===== config.mk =====
export PLATFORM = sky130hd
export DESIGN_NAME = cpu_status_unit
export DESIGN_NICKNAME = d
export VERILOG_FILES = /design/src/rtl/cpu_status_pkg.sv /design/src/rtl/sr_flag_merge.sv /design/src/rtl/sr_bit_copy.sv /design/src/rtl/sr_ie_ctrl.sv /design/src/rtl/cpu_status_unit.sv
export SDC_FILE = /design/constraint.sdc
export NUM_CORES = 1
export LEC_CHECK = 0
export CAP_MARGIN = 30
export CORE_MARGIN = 2
export CORE_UTILIZATION = 31
export DETAILED_ROUTE_END_ITERATION = 16
export HOLD_SLACK_MARGIN = 0.05
export PLACE_DENSITY_LB_ADDON = 0.2
export SETUP_SLACK_MARGIN = 0.4
export SYNTH_ARGS = -nofsm -noshare
export SYNTH_HDL_FRONTEND = slang
export SYNTH_SLANG_ARGS = --single-unit

===== constraint.sdc =====
create_clock -name clk -period 1.8 [get_ports clk]
set_clock_uncertainty 0.1 [all_clocks]
set_input_delay 0.36 -clock clk [delete_from_list [all_inputs] [get_ports clk]]
set_output_delay 0.36 -clock clk [all_outputs]
set_load 0.05 [all_outputs]

===== src/rtl/cpu_status_pkg.sv =====
`timescale 1ns/1ps
package cpu_status_pkg;
   localparam int unsigned SR_W      = 8;
   localparam int unsigned POS_I     = 7;
   localparam int unsigned POS_T     = 6;
   localparam int unsigned POS_H     = 5;
   localparam int unsigned POS_S     = 4;
   localparam int unsigned POS_V     = 3;
   localparam int unsigned POS_N     = 2;
   localparam int unsigned POS_Z     = 1;
   localparam int unsigned POS_C     = 0;
   localparam int unsigned NUM_AFLAG = 5;
   typedef logic [NUM_AFLAG-1:0] aflag_t;   // {H,V,N,Z,C}

   function automatic logic [SR_W-1:0] sr_pack(input logic i, input logic t,
                                                input aflag_t f);
      logic [SR_W-1:0] r;
      r        = '0;
      r[POS_I] = i;
      r[POS_T] = t;
      r[POS_H] = f[4];
      r[POS_V] = f[3];
      r[POS_N] = f[2];
      r[POS_Z] = f[1];
      r[POS_C] = f[0];
      r[POS_S] = f[3] ^ f[2];
      return r;
   endfunction
endpackage


===== src/rtl/sr_flag_merge.sv =====
`timescale 1ns/1ps
module sr_flag_merge #(
   parameter int unsigned NF = 5
) (
   input  logic [NF-1:0] cur,
   input  logic [NF-1:0] we,
   input  logic [NF-1:0] val,
   output logic [NF-1:0] nxt
);
   for (genvar g = 0; g < NF; g++) begin : g_bit
      assign nxt[g] = we[g] ? val[g] : cur[g];
   end
endmodule


===== src/rtl/sr_bit_copy.sv =====
`timescale 1ns/1ps
module sr_bit_copy #(
   parameter int unsigned OPND_W = 8,
   localparam int unsigned SEL_W = $clog2(OPND_W)
) (
   input  logic [OPND_W-1:0] operand,
   input  logic [SEL_W-1:0]  sel,
   input  logic              t_bit,
   output logic              picked,
   output logic [OPND_W-1:0] inserted
);
   logic [OPND_W-1:0] hit;
   for (genvar g = 0; g < OPND_W; g++) begin : g_pos
      assign hit[g]      = (sel == SEL_W'(g));
      assign inserted[g] = hit[g] ? t_bit : operand[g];
   end
   assign picked = |(hit & operand);
endmodule


===== src/rtl/sr_ie_ctrl.sv =====
`timescale 1ns/1ps
module sr_ie_ctrl (
   input  logic cur,
   input  logic wr_hit,
   input  logic wr_val,
   input  logic taken,
   input  logic ret,
   output logic nxt
);
   always_comb begin
      if (wr_hit)     nxt = wr_val;
      else if (taken) nxt = 1'b0;
      else if (ret)   nxt = 1'b1;
      else            nxt = cur;
   end
endmodule


===== src/rtl/cpu_status_unit.sv =====
`timescale 1ns/1ps
module cpu_status_unit
   import cpu_status_pkg::*;
#(
   parameter int unsigned ADDR_W     = 6,
   parameter logic [ADDR_W-1:0] SR_IO_ADDR = 6'h3F,
   parameter int unsigned OPND_W     = 8,
   localparam int unsigned SEL_W     = $clog2(OPND_W)
) (
   input  logic              clk,
   input  logic              rst_n,
   input  logic [ADDR_W-1:0] io_addr,
   input  logic              io_wr,
   input  logic [SR_W-1:0]   io_wdata,
   output logic [SR_W-1:0]   io_rdata,
   input  logic [NUM_AFLAG-1:0] alu_flag_we,
   input  logic [NUM_AFLAG-1:0] alu_flag_val,
   input  logic              irq_taken,
   input  logic              irq_return,
   input  logic              bst_en,
   input  logic [SEL_W-1:0]  bit_sel,
   input  logic [OPND_W-1:0] bit_operand,
   output logic [OPND_W-1:0] bld_result,
   output logic [SR_W-1:0]   status_q,
   output logic              irq_allowed
);
   if (OPND_W < 2 || (OPND_W & (OPND_W - 1)) != 0) begin : g_bad_opnd
      $error("OPND_W must be a power of two of at least 2");
   end
   if (ADDR_W < 1) begin : g_bad_addr
      $error("ADDR_W must be positive");
   end

   aflag_t flag_q, flag_merged, flag_d;
   logic   i_q, i_d, t_q, t_d, picked;
   logic   addr_hit, wr_hit;

   assign addr_hit = (io_addr == SR_IO_ADDR);
   assign wr_hit   = io_wr && addr_hit;

   sr_flag_merge #(.NF(NUM_AFLAG)) u_merge (
      .cur(flag_q), .we(alu_flag_we), .val(alu_flag_val), .nxt(flag_merged));

   sr_bit_copy #(.OPND_W(OPND_W)) u_copy (
      .operand(bit_operand), .sel(bit_sel), .t_bit(t_q),
      .picked(picked), .inserted(bld_result));

   sr_ie_ctrl u_ie (
      .cur(i_q), .wr_hit(wr_hit), .wr_val(io_wdata[POS_I]),
      .taken(irq_taken), .ret(irq_return), .nxt(i_d));

   always_comb begin
      if (wr_hit) begin
         flag_d = {io_wdata[POS_H], io_wdata[POS_V], io_wdata[POS_N],
                   io_wdata[POS_Z], io_wdata[POS_C]};
         t_d    = io_wdata[POS_T];
      end else begin
         flag_d = flag_merged;
         t_d    = bst_en ? picked : t_q;
      end
   end

   always_ff @(posedge clk or negedge rst_n) begin
      if (!rst_n) begin
         flag_q <= '0;
         t_q    <= 1'b0;
         i_q    <= 1'b0;
      end else begin
         flag_q <= flag_d;
         t_q    <= t_d;
         i_q    <= i_d;
      end
   end

   assign status_q    = sr_pack(i_q, t_q, flag_q);
   assign io_rdata    = addr_hit ? status_q : '0;
   assign irq_allowed = i_q;
endmodule


Word-level counts from Yosys, hierarchy flattened
Index checks and enable logic that the tools add are counted.
{"block": "word_totals", "reg_bits": 7, "in_bits": 41, "out_inout_bits": 25, "wordCells": 47}
{"block": "classes", "eq_ne": 8, "muxes": 20, "bitwise": 2, "n_reduce_logical": 10}
{"operator": "1-bit 2-to-1 mux", "count": 18}
{"operator": "3-bit equality test (second input constant)", "count": 4}
{"operator": "2-bit nonzero test", "count": 6}
{"operator": "8-bit AND", "count": 1}
{"operator": "8-bit 2-to-1 mux", "count": 1}
{"operator": "8-bit OR reduction", "count": 1}
{"operator": "3-bit by 2-bit equality test with 1-bit output (second input constant)", "count": 2}
{"operator": "6-bit equality test (second input constant)", "count": 1}
{"operator": "5-bit 2-to-1 mux", "count": 1}
{"operator": "3-bit by 1-bit equality test with 1-bit output (second input constant)", "count": 1}
{"operator": "3-bit zero test", "count": 1}
{"operator": "3-bit nonzero test", "count": 1}
{"operator": "1-bit logical AND", "count": 1}
{"operator": "1-bit XOR", "count": 1}

Depth between registers and ports, before layout
{"block": "depth", "word_depth": 5, "mapped_depth": 5, "mapped_depth_nobuf": 4}

Hierarchy
From an unflattened synthesis, not the netlist that was laid out.
{"block": "unflattened", "cells_unflattened": 60, "hier_area_um2": 681.9}
{"module": "cpu_status_unit", "instances": 1, "cells_per_inst": 30, "area_each_um2": 364.1, "seq_area_each_um2": 175.2}
{"module": "sr_bit_copy", "instances": 1, "cells_per_inst": 22, "area_each_um2": 227.7, "seq_area_each_um2": 0.0}
{"module": "sr_flag_merge", "instances": 1, "cells_per_inst": 5, "area_each_um2": 75.1, "seq_area_each_um2": 0.0}
{"module": "sr_ie_ctrl", "instances": 1, "cells_per_inst": 3, "area_each_um2": 15.0, "seq_area_each_um2": 0.0}

Least setup slack after synthesis
Ideal clock, no wire load.
{"block": "synth_path", "kind": "register -> output", "start": "reg flag_q[2]", "end": "out io_rdata[4]", "t_arrival_ps": 2030, "slack_ps": -690, "path_stages_with_launch": 3, "path_buffers": 0, "path_cell_list": "dfrtp_1 > xor2_1 > and2_1"}
{"block": "synth_via", "elab_chain_len": 2}
{"item": "start, declared", "line": "cpu_status_unit.sv:34", "rtl": "aflag_t flag_q, flag_merged, flag_d;"}
{"item": "start signal, assigned", "line": "cpu_status_unit.sv:69", "rtl": "flag_q <= flag_d;"}
{"item": "1-bit XOR", "line": "cpu_status_pkg.sv:26", "rtl": "r[POS_S] = f[3] ^ f[2];"}
{"item": "net status_q[4]", "line": "cpu_status_unit.sv:24", "rtl": "output logic [SR_W-1:0] status_q,"}
{"item": "8-bit 2-to-1 mux", "line": "cpu_status_unit.sv:76", "rtl": "assign io_rdata = addr_hit ? status_q : '0;"}
{"item": "end, declared", "line": "cpu_status_unit.sv:15", "rtl": "output logic [SR_W-1:0] io_rdata,"}
The timed path passes the listed nets, and every way through them passes these cells.

Final worst setup path
{"block": "layout_path", "start": "reg t_q", "end": "out bld_result[5]"}
{"block": "layout_via", "elab_chain_len": 1}
{"item": "start, declared", "line": "cpu_status_unit.sv:35", "rtl": "logic i_q, i_d, t_q, t_d, picked;"}
{"item": "start signal, assigned", "line": "cpu_status_unit.sv:70", "rtl": "t_q <= t_d;"}
{"item": "1-bit 2-to-1 mux", "line": "sr_bit_copy.sv:15", "rtl": "assign inserted[g] = hit[g] ? t_bit : operand[g];"}
{"item": "end, declared", "line": "cpu_status_unit.sv:23", "rtl": "output logic [OPND_W-1:0] bld_result,"}
No other way between the ends.

==> impl_metrics.py <==
metrics = {
    "run_status": {
        "outcome": "finished, final reports clean",
    },
    "timing": {
        "grt_setup_unrepaired": "true",
        "worstMarginPinSlew_ps": 348.9,
        "final_setup_vio_count": 0,
        "finalHoldViolations": 0,
        "period_needed_ps": 1747,
        "slew_headroom_pct": 76.67,
        "timing.final.max_slew_violations": 0,
        "final.period_utilization_pct": 97.06,
        "timing.fmax_mhz": 572.4,
    },
    "setup_path": {
        "worst-path-max-fanout": 6,
        "startpoint_type": "register",
        "worst_r2r_dst": "flag_q[3]",
        "rr_startpoint": "flag_q[3]",
        "r2r_cells": 3,
        "r2r_setup_slack_ps": 750,
        "cp_data_required_time_ps": 1340,
        "arrival_ps": 1290,
        "worst_setup_path_end_kind": "primary output",
        "timing.setup.critical_path_class": "register to primary output",
    },
    "final_layout": {
        "final_layout_size_suffix_gt1_share_pct": 62.89,
        "final_nets": 201,
        "insertedDiodeCount": 0,
        "area_growth_pct": 178.6,
        "finish.instance_area_um2": 1876,
        "layout.cells.non_filler": 186,
    },
    "floorplanning": {
        "initial_utilization_pct": 33.63,
        "die_w_um": 50.60,
        "floorplan.core_area_um2": 2002,
        "die_h_um": 50.60,
        "die_area_um2": 2560,
        "io-pin-count": 66,
        "placementRows": 16,
    },
    "grt": {
        "global_route.usage.total_pct": 30.71,
        "initial_antenna_violation_count": 0,
        "first_global_vias": 1028,
        "grt_pass1_wl_um": 5575,
        "overflow": 0,
        "grt_start_max_net_pins": 8,
    },
    "synth": {
        "syn-num-nets": 118,
        "ys_ff_latch": 7,
        "synth.lib_cells_used.distinct": 28,
        "yosysWarningCount": 0,
        "syn_area_per_cell_um2": 8.742,
        "ys_seq_area_share_pct": 26.02,
        "synth_area_um2": 673.1,
        "syn_inst": 77,
    },
    "job": {
        "maxCapViolations": 0,
    },
    "clock_network": {
        "clock_tree.buffer_depth": 2,
        "cts_root_buffer": "sky130_fd_sc_hd__clkbuf_4",
        "clkSlewWorstSetupHoldPaths_ps": 60,
        "clock_tree.htree_level_count": 1,
        "cts-buffers-inserted": 3,
        "cts.hold.buffers_added": 0,
        "clock_sink_total": 7,
        "worst_skew_pair.late_latency_ps": 280,
        "tritoncts": "yes",
    },
    "power_and_ir_drop": {
        "power.switching_fraction_pct": 40.23,
        "portion_of_total_power_attributed_to_combinational_logic_pct": 61.5,
        "ir_worst_vdd_uv": 525.9,
        "clock_power_share_pct": 17.5,
        "p_seq_share_pct": 21.0,
        "p_switching_w": 0.0003822,
        "cell_internal_pwr_w": 0.0005678,
        "power_leakage_nw": 0.8399,
        "pwr_density_nw_per_um2": 506.5,
    },
    "route": {
        "dr.first_iter.drc_count": 8,
        "postRouteWirelength_um": 3575,
        "antenna_left": 0,
        "routed_vias": 956,
        "detail_route.drc_violations": 0,
        "firstDrtPassIters": 4,
        "routedWlPerCell_um": 19.22,
        "vias_per_cell": 5.140,
    },
    "placement": {
        "dp_cells": 167,
        "place_congestion": 0.7513,
        "post_dp_cell_area_um2": 1598,
        "port-buffer-count": 64,
        "hpwl_um": 1905,
    },
    "hold_path": {
        "class_of_the_most_critical_hold_timing_path": "primary input to async pin",
    },
}
synth_stat cells, drive strengths merged:
cell / number / area, um2
o21ai: 2 / 10.00
a31oi: 1 / 6.260
nand4: 1 / 6.260
nand3: 2 / 10.01
or3: 1 / 11.26
clkbuf: 1 / 13.76
inv: 2 / 7.510
nor3b: 2 / 20.02
o211a: 1 / 10.01
buf: 6 / 40.03
nand3b: 2 / 15.01
nor2: 11 / 41.29
mux2i: 7 / 70.07
dfrtp: 7 / 175.2
mux2: 10 / 116.4
nand2b: 1 / 6.260
a21oi: 6 / 30.03
nor3: 1 / 5.000
nand2: 3 / 11.26
and2: 8 / 50.05
xor2: 1 / 8.760
o22a: 1 / 8.760
power groups by stage:
stage	logic (W)	registers (W)	clock network (W)
finish	0.000584	0.000199	0.000167
global route	0.000607	0.000201	0.000178
CTS	0.000566	0.000196	0.000153
detailed placement	0.000468	0.000213	0
global placement	0.000460	0.000211	0
floorplan	0.000219	0.000245	0
flip-flops by register name, indices dropped and copies added (netlist names):
register and cells:
t_q 1, irq_allowed 1, flag_q 5
critical path: stages (launching register included):
cell                      delay (ps)
sky130_fd_sc_hd__dfrtp_2         420
sky130_fd_sc_hd__buf_6           140
sky130_fd_sc_hd__mux2_4          290
sky130_fd_sc_hd__buf_12          150
metal layers:
metal | up-vias | track usage (%) | share of wire [%]
met5 | - | 0 | 0
met4 | 0 | 8.559 | 1.6
met1 | 463 | 34.62 | 38
met2 | 47 | 55.70 | 54
li1 | 439 | - | -
met3 | 7 | 8.929 | 6.4
timing repair:
item,in CTS,in global routing
pin swaps,14,9
cloned,3,0
resized for setup,75,5
endpoints found under the setup margin,25,23
hold endpoints to repair,0,0
setup buffers,12,0
worst max-delay path by stage:
stage | start | endpoint | cells past startpoint
3_3_place_gp | bit_sel[1] | bld_result[0] | 5
2_1_floorplan | flag_q[3] | io_rdata[4] | 2
5_1_grt | t_q | bld_result[5] | 3
3_5_place_dp | bit_sel[1] | bld_result[3] | 6
4_1_cts | bit_sel[0] | bld_result[2] | 5
6_report | t_q | bld_result[5] | 3
metrics by stage:
step / hold WS (ps) / util [%] / power, W / setup WS (ps) / TNS (ps)
2_1_floorplan: -35.59 / - / 0.0004648 / 74.70 / 0
5_1_grt: 270.3 / 93.69 / 0.0009860 / 28.60 / 0
4_1_cts: 261.9 / 92.69 / 0.0009146 / 67.33 / 0
3_3_place_gp: 485.1 / 79.81 / 0.0006706 / -328.6 / -4822
3_5_place_dp: 494.8 / 79.81 / 0.0006806 / -358.1 / -5379
6_report: 247.3 / 93.69 / 0.0009500 / 52.85 / 0
area by class of cell:
class | count | area [um2]
Timing Repair Buffer | 84 | 1021
Sequential cell | 7 | 183.9
Tap cell | 27 | 33.78
Clock buffer | 4 | 26.28
Inverter | 2 | 7.507
Multi-Input combinational cell | 62 | 603.1
Fill cell | 59 | 126.4
layout by cell type (no fill, tap or decap), types with 2 or more instances in the layout:
cell	n
sky130_fd_sc_hd__a21oi_1	5
sky130_fd_sc_hd__and2_4	8
sky130_fd_sc_hd__buf_12	15
sky130_fd_sc_hd__buf_2	2
sky130_fd_sc_hd__buf_4	11
sky130_fd_sc_hd__buf_6	19
sky130_fd_sc_hd__buf_8	6
sky130_fd_sc_hd__clkbuf_4	3
sky130_fd_sc_hd__clkdlybuf4s50_1	27
sky130_fd_sc_hd__dfrtp_2	7
sky130_fd_sc_hd__dlygate4sd2_1	3
sky130_fd_sc_hd__inv_1	2
sky130_fd_sc_hd__mux2_4	9
sky130_fd_sc_hd__mux2i_1	7
sky130_fd_sc_hd__nand2_2	2
sky130_fd_sc_hd__nand3b_1	2
sky130_fd_sc_hd__nor2_1	5
sky130_fd_sc_hd__nor2_2	2
sky130_fd_sc_hd__nor2_4	5
logic make-up (layout without fill, tap and decap cells):
group / count (synthesis) / count (layout) / synth area share [%]
simple gates: 32 / 33 / 26.21
mux: 17 / 17 / 27.70
compound gates: 11 / 11 / 9.665
buf+inv: 9 / 90 / 9.106
flops: 7 / 7 / 26.02
xor+xnor: 1 / 1 / 1.301
Power figures use the tool's default switching activity.
